**src/rtl/srx_pkg.sv**
```systemverilog
package srx_pkg;

   typedef enum logic [1:0] {
      RX_OFF  = 2'd0,
      RX_HUNT = 2'd1,
      RX_DATA = 2'd2
   } rx_state_t;

   // frame_cfg field placement
   localparam int CFG_W        = 20;
   localparam int CFG_DLEN_LSB = 0;
   localparam int CFG_MSBF_BIT = 7;
   localparam int CFG_WCNT_LSB = 8;
   localparam int CFG_SLEN_LSB = 16;

   // status bit placement
   localparam int STAT_W    = 12;
   localparam int ST_RDY    = 0;
   localparam int ST_OVR    = 5;
   localparam int ST_CMP0   = 8;
   localparam int ST_SYNC   = 11;

endpackage

```
**src/rtl/srx_pattern_match.sv**
```systemverilog
module srx_pattern_match #(
   parameter int SYNC_MAX = 16,
   parameter int NUM_PAT  = 2,
   localparam int SLW = $clog2(SYNC_MAX),
   localparam int CW  = $clog2(SYNC_MAX + 1)
) (
   input  logic                              clk,
   input  logic                              rst_n,
   input  logic                              hunt,
   input  logic                              sdata,
   input  logic [SLW-1:0]                    slen_m1,
   input  logic [NUM_PAT-1:0][SYNC_MAX-1:0]  pats,
   output logic [NUM_PAT-1:0]                hit
);

   logic [SYNC_MAX-1:0] hist_q, hist_nx, mask;
   logic [CW-1:0]       cnt_q, cnt_nx;
   logic                full;

   // newest bit enters at bit 0
   assign hist_nx = {hist_q[SYNC_MAX-2:0], sdata};
   assign cnt_nx  = (cnt_q == CW'(SYNC_MAX)) ? cnt_q : cnt_q + 1'b1;
   assign full    = cnt_nx > CW'(slen_m1);

   for (genvar i = 0; i < SYNC_MAX; i++) begin : g_mask
      assign mask[i] = (SLW'(i) <= slen_m1);
   end

   always_ff @(posedge clk) begin
      if (!rst_n) begin
         hist_q <= '0;
         cnt_q  <= '0;
      end else if (hunt) begin
         hist_q <= hist_nx;
         cnt_q  <= cnt_nx;
      end else begin
         // leaving the hunt forgets the bit count: fresh bits are required
         cnt_q  <= '0;
      end
   end

   for (genvar p = 0; p < NUM_PAT; p++) begin : g_cmp
      assign hit[p] = hunt && full && (((hist_nx ^ pats[p]) & mask) == '0);
   end

   // no match may come from fewer bits than the sync length
   a_r8_enough_bits: assert property (@(posedge clk) disable iff (!rst_n)
      (|hit) |-> (cnt_q >= CW'(slen_m1)));

endmodule

```
**src/rtl/srx_word_asm.sv**
```systemverilog
module srx_word_asm #(
   parameter int MAX_DW    = 32,
   parameter int MAX_WORDS = 16,
   localparam int DLW = $clog2(MAX_DW),
   localparam int WCW = $clog2(MAX_WORDS)
) (
   input  logic              clk,
   input  logic              rst_n,
   input  logic              active,
   input  logic              sdata,
   input  logic              msb_first,
   input  logic [DLW-1:0]    dlen_m1,
   input  logic [WCW-1:0]    nwords_m1,
   output logic              word_done,
   output logic              frame_done,
   output logic [MAX_DW-1:0] word
);

   logic [DLW-1:0]    bit_q;
   logic [WCW-1:0]    wcnt_q;
   logic [MAX_DW-1:0] sh_q, base;

   always_comb begin
      base = (bit_q == '0) ? '0 : sh_q;
      if (msb_first) begin
         word = {base[MAX_DW-2:0], sdata};
      end else begin
         word = base;
         for (int i = 0; i < MAX_DW; i++) begin
            if (DLW'(i) == bit_q) word[i] = sdata;
         end
      end
   end

   assign word_done  = active && (bit_q == dlen_m1);
   assign frame_done = word_done && (wcnt_q == nwords_m1);

   always_ff @(posedge clk) begin
      if (!rst_n || !active) begin
         bit_q  <= '0;
         wcnt_q <= '0;
         sh_q   <= '0;
      end else begin
         sh_q  <= word;
         bit_q <= word_done ? '0 : bit_q + 1'b1;
         if (word_done) wcnt_q <= frame_done ? '0 : wcnt_q + 1'b1;
      end
   end

   // a completed frame restarts word counting
   a_r3_frame_wrap: assert property (@(posedge clk) disable iff (!rst_n)
      frame_done |=> (wcnt_q == '0) && (bit_q == '0));

endmodule

```
**src/rtl/srx_flags.sv**
```systemverilog
module srx_flags
   import srx_pkg::*;
#(
   parameter int MAX_DW  = 32,
   parameter int NUM_PAT = 2
) (
   input  logic               clk,
   input  logic               rst_n,
   input  logic               word_done,
   input  logic [MAX_DW-1:0]  word,
   input  logic               hold_rd,
   input  logic               stat_rd,
   input  logic [NUM_PAT-1:0] pat_hit,
   input  logic               start_hit,
   output logic [MAX_DW-1:0]  hold_data,
   output logic [STAT_W-1:0]  status
);

   logic               rdy_q, ovr_q, sync_q;
   logic [NUM_PAT-1:0] cmp_q;

   always_ff @(posedge clk) begin
      if (!rst_n) begin
         hold_data <= '0;
         rdy_q     <= 1'b0;
         ovr_q     <= 1'b0;
         sync_q    <= 1'b0;
      end else begin
         if (word_done) hold_data <= word;
         rdy_q  <= word_done || (rdy_q && !hold_rd);
         ovr_q  <= (word_done && rdy_q && !hold_rd) || (ovr_q && !stat_rd);
         sync_q <= start_hit || (sync_q && !stat_rd);
      end
   end

   for (genvar p = 0; p < NUM_PAT; p++) begin : g_cmpflag
      always_ff @(posedge clk) begin
         if (!rst_n) cmp_q[p] <= 1'b0;
         else        cmp_q[p] <= pat_hit[p] || (cmp_q[p] && !stat_rd);
      end
   end

   always_comb begin
      status = '0;
      status[ST_RDY]  = rdy_q;
      status[ST_OVR]  = ovr_q;
      status[ST_SYNC] = sync_q;
      for (int p = 0; p < NUM_PAT; p++) status[ST_CMP0 + p] = cmp_q[p];
   end

   // overrun only rises over an unread word
   a_r6_ovr_needs_rdy: assert property (@(posedge clk) disable iff (!rst_n)
      $rose(ovr_q) |-> $past(rdy_q));
   // reading the holding register clears ready
   a_r5_rdy_clear: assert property (@(posedge clk) disable iff (!rst_n)
      (hold_rd && !word_done) |=> !rdy_q);
   // a status read clears the sticky event flags
   a_r11_stat_clear: assert property (@(posedge clk) disable iff (!rst_n)
      (stat_rd && !word_done && !(|pat_hit)) |=> (!ovr_q && !sync_q && (cmp_q == '0)));
   // sync is always accompanied by a primary match
   a_r7_sync_with_cmp0: assert property (@(posedge clk) disable iff (!rst_n)
      $rose(sync_q) |-> cmp_q[0]);

endmodule

```
**src/rtl/serial_rx_cmpstart.sv**
```systemverilog
module serial_rx_cmpstart
   import srx_pkg::*;
#(
   parameter int MAX_DW    = 32,
   parameter int MAX_WORDS = 16,
   parameter int SYNC_MAX  = 16
) (
   input  logic                clk,
   input  logic                rst_n,
   input  logic                rx_en,
   input  logic                sdata,
   input  logic [CFG_W-1:0]    frame_cfg,
   input  logic                start_on_match,
   input  logic [SYNC_MAX-1:0] cmp0_pat,
   input  logic [SYNC_MAX-1:0] cmp1_pat,
   input  logic                hold_rd,
   input  logic                stat_rd,
   output logic [MAX_DW-1:0]   hold_data,
   output logic [STAT_W-1:0]   status
);

   localparam int DLW     = $clog2(MAX_DW);
   localparam int WCW     = $clog2(MAX_WORDS);
   localparam int SLW     = $clog2(SYNC_MAX);
   localparam int NUM_PAT = 2;

   // elaboration checks: fields must fit their configuration slots
   if (MAX_DW < 2 || MAX_DW > 32 || (1 << DLW) != MAX_DW) begin : g_bad_dw
      $error("MAX_DW must be a power of two in 2..32");
   end
   if (MAX_WORDS < 2 || MAX_WORDS > 16 || (1 << WCW) != MAX_WORDS) begin : g_bad_words
      $error("MAX_WORDS must be a power of two in 2..16");
   end
   if (SYNC_MAX < 2 || SYNC_MAX > 16 || (1 << SLW) != SYNC_MAX) begin : g_bad_sync
      $error("SYNC_MAX must be a power of two in 2..16");
   end

   logic [DLW-1:0] dlen_m1;
   logic [WCW-1:0] nwords_m1;
   logic [SLW-1:0] slen_m1;
   logic           msb_first;
   logic           cfg_unused;

   assign dlen_m1    = frame_cfg[CFG_DLEN_LSB +: DLW];
   assign nwords_m1  = frame_cfg[CFG_WCNT_LSB +: WCW];
   assign slen_m1    = frame_cfg[CFG_SLEN_LSB +: SLW];
   assign msb_first  = frame_cfg[CFG_MSBF_BIT];
   assign cfg_unused = ^frame_cfg;

   rx_state_t          state_q, state_nx;
   logic               hunt, active, start_hit;
   logic               word_done, frame_done;
   logic [MAX_DW-1:0]  word;
   logic [NUM_PAT-1:0] pat_hit;
   logic [NUM_PAT-1:0][SYNC_MAX-1:0] pats;

   assign pats      = {cmp1_pat, cmp0_pat};
   assign hunt      = rx_en && (state_q == RX_HUNT);
   assign active    = rx_en && (state_q == RX_DATA);
   assign start_hit = pat_hit[0];

   always_comb begin
      state_nx = state_q;
      if (!rx_en) begin
         state_nx = RX_OFF;
      end else begin
         unique case (state_q)
            RX_OFF:  state_nx = start_on_match ? RX_HUNT : RX_DATA;
            RX_HUNT: if (start_hit) state_nx = RX_DATA;
            RX_DATA: if (frame_done && start_on_match) state_nx = RX_HUNT;
            default: state_nx = RX_OFF;
         endcase
      end
   end

   always_ff @(posedge clk) begin
      if (!rst_n) state_q <= RX_OFF;
      else        state_q <= state_nx;
   end

   srx_pattern_match #(.SYNC_MAX(SYNC_MAX), .NUM_PAT(NUM_PAT)) u_match (
      .clk     (clk),
      .rst_n   (rst_n),
      .hunt    (hunt),
      .sdata   (sdata),
      .slen_m1 (slen_m1),
      .pats    (pats),
      .hit     (pat_hit)
   );

   srx_word_asm #(.MAX_DW(MAX_DW), .MAX_WORDS(MAX_WORDS)) u_asm (
      .clk        (clk),
      .rst_n      (rst_n),
      .active     (active),
      .sdata      (sdata),
      .msb_first  (msb_first),
      .dlen_m1    (dlen_m1),
      .nwords_m1  (nwords_m1),
      .word_done  (word_done),
      .frame_done (frame_done),
      .word       (word)
   );

   srx_flags #(.MAX_DW(MAX_DW), .NUM_PAT(NUM_PAT)) u_flags (
      .clk       (clk),
      .rst_n     (rst_n),
      .word_done (word_done),
      .word      (word),
      .hold_rd   (hold_rd),
      .stat_rd   (stat_rd),
      .pat_hit   (pat_hit),
      .start_hit (start_hit),
      .hold_data (hold_data),
      .status    (status)
   );

   // a low enable returns the receiver to off
   a_r10_disable_off: assert property (@(posedge clk) disable iff (!rst_n)
      !rx_en |=> (state_q == RX_OFF));
   // a finished frame in pattern-start mode goes back to hunting
   a_r8_frame_hunt: assert property (@(posedge clk) disable iff (!rst_n)
      (active && frame_done && start_on_match) |=> (state_q == RX_HUNT));
   // free-running mode never hunts
   a_r3_no_hunt: assert property (@(posedge clk) disable iff (!rst_n)
      (!start_on_match && $past(!start_on_match) && state_q == RX_OFF) |=> (state_q != RX_HUNT));

endmodule

```
**config.mk**
```make
export PLATFORM = sky130hd
export DESIGN_NAME = serial_rx_cmpstart
export DESIGN_NICKNAME = d
export VERILOG_FILES = /design/src/rtl/srx_pkg.sv /design/src/rtl/srx_pattern_match.sv /design/src/rtl/srx_word_asm.sv /design/src/rtl/srx_flags.sv /design/src/rtl/serial_rx_cmpstart.sv
export SDC_FILE = /design/constraint.sdc
export NUM_CORES = 1
export LEC_CHECK = 0
export ABC_AREA = 1
export ABC_CLOCK_PERIOD_IN_PS = 2900
export BUFFER_PORTS_ARGS = -buffer_cell sky130_fd_sc_hd__buf_2
export CORE_ASPECT_RATIO = 1.25
export CORE_MARGIN = 2
export CORE_UTILIZATION = 45
export DETAILED_ROUTE_END_ITERATION = 6
export PLACE_DENSITY_LB_ADDON = 0.08
export SETUP_SLACK_MARGIN = 0.1
export SLEW_MARGIN = 5
export SYNTH_ARGS = -nofsm -noshare
export SYNTH_HDL_FRONTEND = slang
export SYNTH_SLANG_ARGS = --single-unit
```
**constraint.sdc**
```tcl
create_clock -name clk -period 2.9 [get_ports clk]
set_input_delay 0.145 -clock clk [delete_from_list [all_inputs] [get_ports clk]]
set_output_delay 0.145 -clock clk [all_outputs]
set_load 0.05 [all_outputs]
```
==> summary.txt, run 1 <==
Syn avg cell area: 6.84 um^2
Reg-to-reg slack, setup: 0.59 ns
Drt pass-1 iters: 4
Worst skew pair latency: 0.34 ns
Drt total wl: 12,900 um
Most common cell on crit path: nand2_1
Synth Area in Simple Gates: 23.5%
Die ar.: 12,900 um^2
Worst path slowest cell: dfxtp_1
Synth unique cells: 33
WP data arrival: 2.59 ns
Post-Synth XOR/XNOR Area: 5.20%
Final WS setup: 0.586 ns
P per Cell Area: 466 nW/um^2
WS Path Type: register to register
Post-CTS Setup Repair Bufs: 0
Post-cts hold buffer count: 0
CP Capture Type: register
GPL Wtd Cong: 0.879
Comb power frac: 8.5%
Fin. max-slew vios: 0
# Max-Cap Violations: 0
Layout net count: 927
Worst-path clk slew: 0.07 ns
Leak: 2.81 nW
CP max stage delay: 0.33 ns
Sw frac: 23.8%
Register area share after synthesis: 37.2%
Fin crit share: 79.8%
Hpwl dp: 9570 um
Post-CTS resize count: 0
Clock network fraction of total power: 42.9%
IO Pins: 103
Compound-Gate Fraction of Synth Area: 17.7%
Max VDD drop: 0.304 mV
Synth Area in Adders: 3.02%
Sw power: 0.683 mW
CORE AREA: 11,700 um^2
Total grt overflow: 0
Layout cell share with drive strength beyond 1: 14.3%
Worst slack, placed: 0.633 ns
Final ANT Viol Nets: 0
RSZ-0062 raised after global routing: false
Vias in the first global route: 4,716
Clock net sink count: 100
Global-route wire length before repair: 21,700 um
Critical Path RT: 3.17 ns
Worst hold-check path type: input port to register
# diodes: 0
Layout Cells excl Fill: 1,021
Tmin final: 2.31 ns
Worst-margin pin slew: 1.01 ns
Design area: 6150 um^2
Reg2reg end: state_q[1]
Worst Hold Depth: 4
Post-route DRC: 0
Syn Inst Count: 788
Ys async rst share: 0%
Average wire per standard cell: 12.7 um
Worst path bufs/invs: 2
Die W: 102 um
Cell area after synthesis: 5390 um^2
CP cell instances: inv_1, ha_1, nand4_1, inv_1, nor2_1, ha_1, nand2_1, nand2_1, nand2_1, nand3b_1, nand2_1, a21oi_1, nand3_1, nand2_1, nand2_1, a21oi_1
Most frequent cells in the layout: nand2_1, inv_1, dfxtp_1
Kind of cell adding the most delay to the critical path: simple AND/OR/NAND/NOR gates
Hold Startpoint: hold_rd
Cell internal pwr: 2.19 mW
Setup Skew: 0.0112 ns
Worst Setup Start Kind: register
CTS Buf Count: 9
Multiplexer share of the synthesized area: 0%
Antenna violations before repair: 0
Ys flop type: dfxtp_1
R2r startpoint: u_match.cnt_q[0]
Port Buffers: 89
Combinational family with the most area after synthesis: simple AND/OR/NAND/NOR gates
Overall die height: 126 um
Commonest non-fill, non-tap cell in the layout: nand2_1
Number of setup violations in the final report: 0
R2R cell count: 16
DR vias: 5,040
H-tree depth: 3
Effective utilization at floorplan: 46.2%
CP Max Fanout: 3
Status: finished clean
Placed standard-cell area: 5840 um^2
Fmax: 432 MHz
Global Route Usage Sum: 20.6%
Drt via density: 4.94
Setup TNS: 0 ns
Pin count of the biggest net entering global routing: 46
Placed Cells incl. Taps: 1,005
Layout area overhead: 14.1%
Clock root buffer master: clkbuf_16
Final hold slack: 0.0690 ns
TritonCTS clock tree: built
Post-synth EDFFs: 0
Synth Register Bits: 100
Slew margin rel.: 32.8%
Initial DRC Count: 138
Yosys warns: 0
Hold endpoint: u_flags.rdy_q
Row count: 44
Reg power frac: 48.6%
Hold Fails Final Rpt: 0
Clock Path Buffers: 2
worst max-delay path by stage:
stage | start | cells past startpoint | to
floorplan | u_match.cnt_q[0] | 16 | state_q[1]
global placement | u_asm.bit_q[0] | 12 | u_flags.hold_data[10]
detailed placement | u_asm.bit_q[0] | 13 | u_flags.hold_data[26]
CTS | u_match.cnt_q[0] | 16 | state_q[1]
global route | u_match.cnt_q[0] | 16 | state_q[1]
finish | u_match.cnt_q[0] | 16 | state_q[1]
power groups by stage:
stage / clock, mW / sequential, mW / combinational [mW]
after floorplan: 0 / 1.43 / 0.172
after global placement: 0 / 1.43 / 0.240
after detailed placement: 0 / 1.43 / 0.244
after CTS: 1.27 / 1.39 / 0.246
after global routing: 1.32 / 1.40 / 0.276
final: 1.23 / 1.40 / 0.243
registers in the layout (all words and copies together) (netlist names):
name	cells
u_match.cnt_q	5
state_q	2
u_flags.ovr_q	1
u_asm.wcnt_q	4
u_flags.hold_data	32
u_asm.bit_q	5
u_asm.sh_q	32
u_flags.rdy_q	1
u_flags.status	2
u_flags.sync_q	1
u_match.hist_q	15
worst register-to-register path: cells and delay by family, from the launching register on:
family	cells	cell delay (ns)
and+or+nand+nor	10	0.92
adders and majority gates	2	0.48
DFF	1	0.33
AOI/OAI and AO/OA	2	0.31
buffers and inverters	2	0.20
layout make-up:
type | count | area [um^2]
Fill cell | 1231 | 5520
Sequential cell | 100 | 2000
Timing Repair Buffer | 96 | 498
Clock buffer | 11 | 253
Multi-Input combinational cell | 530 | 2690
Inverter | 118 | 443
Tap cell | 161 | 201
Clock inverter | 5 | 57.6
synthesized netlist by cell type, types with 3 or more instances:
cell / n / area share (%)
xor2_1: 20 / 3.3
inv_2: 3 / 0.21
inv_1: 113 / 7.9
nand3_1: 24 / 2.2
buf_2: 16 / 1.5
clkbuf_1: 13 / 0.91
nand4_1: 7 / 0.81
o21a_1: 5 / 0.70
buf_4: 12 / 1.7
dfxtp_1: 100 / 37
o211ai_1: 23 / 3.2
o22ai_1: 4 / 0.46
a21oi_1: 68 / 6.3
xnor2_1: 12 / 2.0
o21ai_0: 66 / 6.1
ha_1: 13 / 3.0
nand2_1: 166 / 12
o21ai_1: 4 / 0.37
buf_6: 5 / 1.0
nor3_1: 29 / 2.7
nor2_1: 68 / 4.7
nor2_2: 3 / 0.35
kinds of logic (layout without fill, tap and decap cells):
group | after synthesis | after routing
compound gates | 173 | 173
xor+xnor | 32 | 32
simple gates | 305 | 305
flops | 100 | 100
other cells | 1 | 7
buf+inv | 164 | 230
fa+ha+maj | 13 | 13
through the flow:
step                power, mW  util [%]
global placement         1.67      50.0
finish                   2.87      52.7
global route             2.99      52.7
detailed placement       1.67      50.0
CTS                      2.91      52.7
floorplan                1.60         -
routing by layer:
metal	track usage [%]	vias up	wire, um
li1	-	2641	-
met1	26.1	2276	5890
met2	34.7	107	6250
met3	3.42	16	550
met4	7.84	0	233
met5	0	-	0
Power figures use the tool's default switching activity.
==> inputs of run 2 (changes only) <==
- ABC_CLOCK_PERIOD_IN_PS: 2900 -> 2000
- clock period: 2.9 -> 2 ns (I/O delays scaled with it)
==> run 2 against run 1 <==
The flow now finishes with violations (setup timing). Critical path depth is 2 lower. Clock power grew 30%. Combinational power grew 63%. First-iteration DRC count is 11% lower. Sequential share of layout area is 1.5 points lower. Sequential power grew 44%. Utilization rose by 2.8 points. Hold slack got worse by 0.048 ns. Wire length grew 8.6%.
==> summary.txt, run 2 (synthesis results as in run 1) <==
TritonCTS clock tree: built
Final ANT Viol Nets: 0
Post-route DRC: 0
Fmax: 493 MHz
Initial DRC Count: 123
Status: finished, violations left
Drt total wl: 14,000 um
Filler instances: 1,165
WP data arrival: 2.31 ns
GPL Wtd Cong: 0.950
Fin. max-slew vios: 0
IO Pins: 103
Final hold slack: 0.0215 ns
Most frequent cells in the layout: nand2_1, inv_1, dfxtp_1
Antenna violations before repair: 0
Post-cts hold buffer count: 0
Largest regs: u_asm.sh_q x32, u_flags.hold_data x32, u_match.hist_q x15
CORE AREA: 11,700 um^2
Slew margin rel.: 64.0%
Global-route wire length before repair: 22,900 um
Total grt overflow: 0
Tmin final: 2.03 ns
Hpwl dp: 10,100 um
Drt pass-1 iters: 5
Placed Cells incl. Taps: 1,014
Average wire per standard cell: 13.5 um
DR vias: 5,100
# Max-Cap Violations: 0
P per Cell Area: 621 nW/um^2
Layout Cells excl Fill: 1,040
Max VDD drop: 0.315 mV
Number of setup violations in the final report: 4
CP Capture Type: register
H-tree depth: 3
Layout cell share with drive strength beyond 1: 19.8%
Failing checks: setup timing
Worst skew pair latency: 0.34 ns
Die W: 102 um
Row count: 44
Port Buffers: 89
Leak: 2.93 nW
Critical Path RT: 2.28 ns
Worst hold-check path type: input port to register
CP Max Fanout: 3
# diodes: 0
RSZ-0062 raised after global routing: true
Hold Fails Final Rpt: 0
Worst Setup Start Kind: register
Worst-margin pin slew: 0.537 ns
Die ar.: 12,900 um^2
Reg power frac: 50.3%
Worst slack, placed: -0.155 ns
Clock net sink count: 100
Final WS setup: -0.0304 ns
Reg-to-reg slack, setup: -0.03 ns
Pin count of the biggest net entering global routing: 46
Drt via density: 4.90
Vias in the first global route: 4,924
Commonest non-fill, non-tap cell in the layout: nand2_1
Fin crit share: 102%
Clock network fraction of total power: 39.9%
Sw power: 0.984 mW
WS Path Type: register to register
Layout net count: 949
Effective utilization at floorplan: 46.2%
Sw frac: 24.5%
CTS Buf Count: 9
Final total power: 4.02 mW
Clock root buffer master: clkbuf_16
Layout area overhead: 20.2%
Global Route Usage Sum: 22.1%
Cell internal pwr: 3.04 mW
Clock Path Buffers: 2
Comb power frac: 9.8%
Worst-path clk slew: 0.06 ns
Setup Skew: 0.0100 ns
Overall die height: 126 um
[run 2: cell types whose count changed in the layout (fill, tap and decap cells not counted), sizes merged]
cell,before,now
clkbuf,11,13
clkinv,5,3
clkinvlp,0,1
buf,96,116
inv,117,116
bufinv,1,0
[run 2: per-layer routing]
layer / track usage, % / vias up / routed length [um]
li1: - / 2688 / -
met1: 26.9 / 2273 / 6240
met2: 38.4 / 110 / 6810
met3: 3.36 / 29 / 541
met4: 9.41 / 0 / 456
met5: 0 / - / 0
[run 2: worst paths after layout]
check / from / endpoint / cells after the start
min reg2reg: u_flags.ovr_q / u_flags.ovr_q / 2
max: u_match.cnt_q[0] / state_q[1] / 14
max reg2reg: u_match.cnt_q[0] / state_q[1] / 14
min: hold_rd / u_flags.rdy_q / 4
[run 2: cell type report]
type	instances	area (um^2)	area share [%]
Clock inverter	2	12.5	0.193
Timing Repair Buffer	118	763	11.8
Multi-Input combinational cell	530	2790	43.0
Inverter	118	445	6.88
Tap cell	161	201	3.11
Sequential cell	100	2010	31.1
Clock buffer	11	253	3.90
[run 2: repair_timing]
action,in CTS,in global routing
endpoints found under the setup margin,6,51
gates resized for setup,12,47
setup buffers,3,8
pin swaps,7,6
cloned,0,2
[run 2: worst max-delay path: stages, from the launching register on]
cell and delay, ns:
dfxtp_2 0.35, inv_2 0.04, ha_1 0.18, nand4_1 0.10
inv_1 0.07, nor2_1 0.12, ha_1 0.28, buf_4 0.15
nand4_1 0.09, nand2_2 0.09, a21oi_4 0.14, nand3_2 0.11
nand2_2 0.10, nand2_2 0.05, a21oi_2 0.10
[run 2: metrics by stage]
| step | area (um^2) | utilization (%) | setup TNS (ns) |
|---|---|---|---|
| global route | 6470 | 55.5 | -0.874 |
| CTS | 6260 | 53.6 | -0.0981 |
| global placement | 5940 | 50.9 | -0.0493 |
| floorplan | 5410 | - | 0 |
| finish | 6470 | 55.5 | -0.0924 |
| detailed placement | 5940 | 50.9 | -0.313 |
[run 2: power groups by stage]
stage	Sequential [mW]	Clock, mW	Combinational [mW]
after detailed placement	2.07	0	0.372
after floorplan	2.07	0	0.250
after global placement	2.07	0	0.366
after global routing	2.02	1.73	0.443
after CTS	2.02	1.66	0.376
final	2.02	1.60	0.396
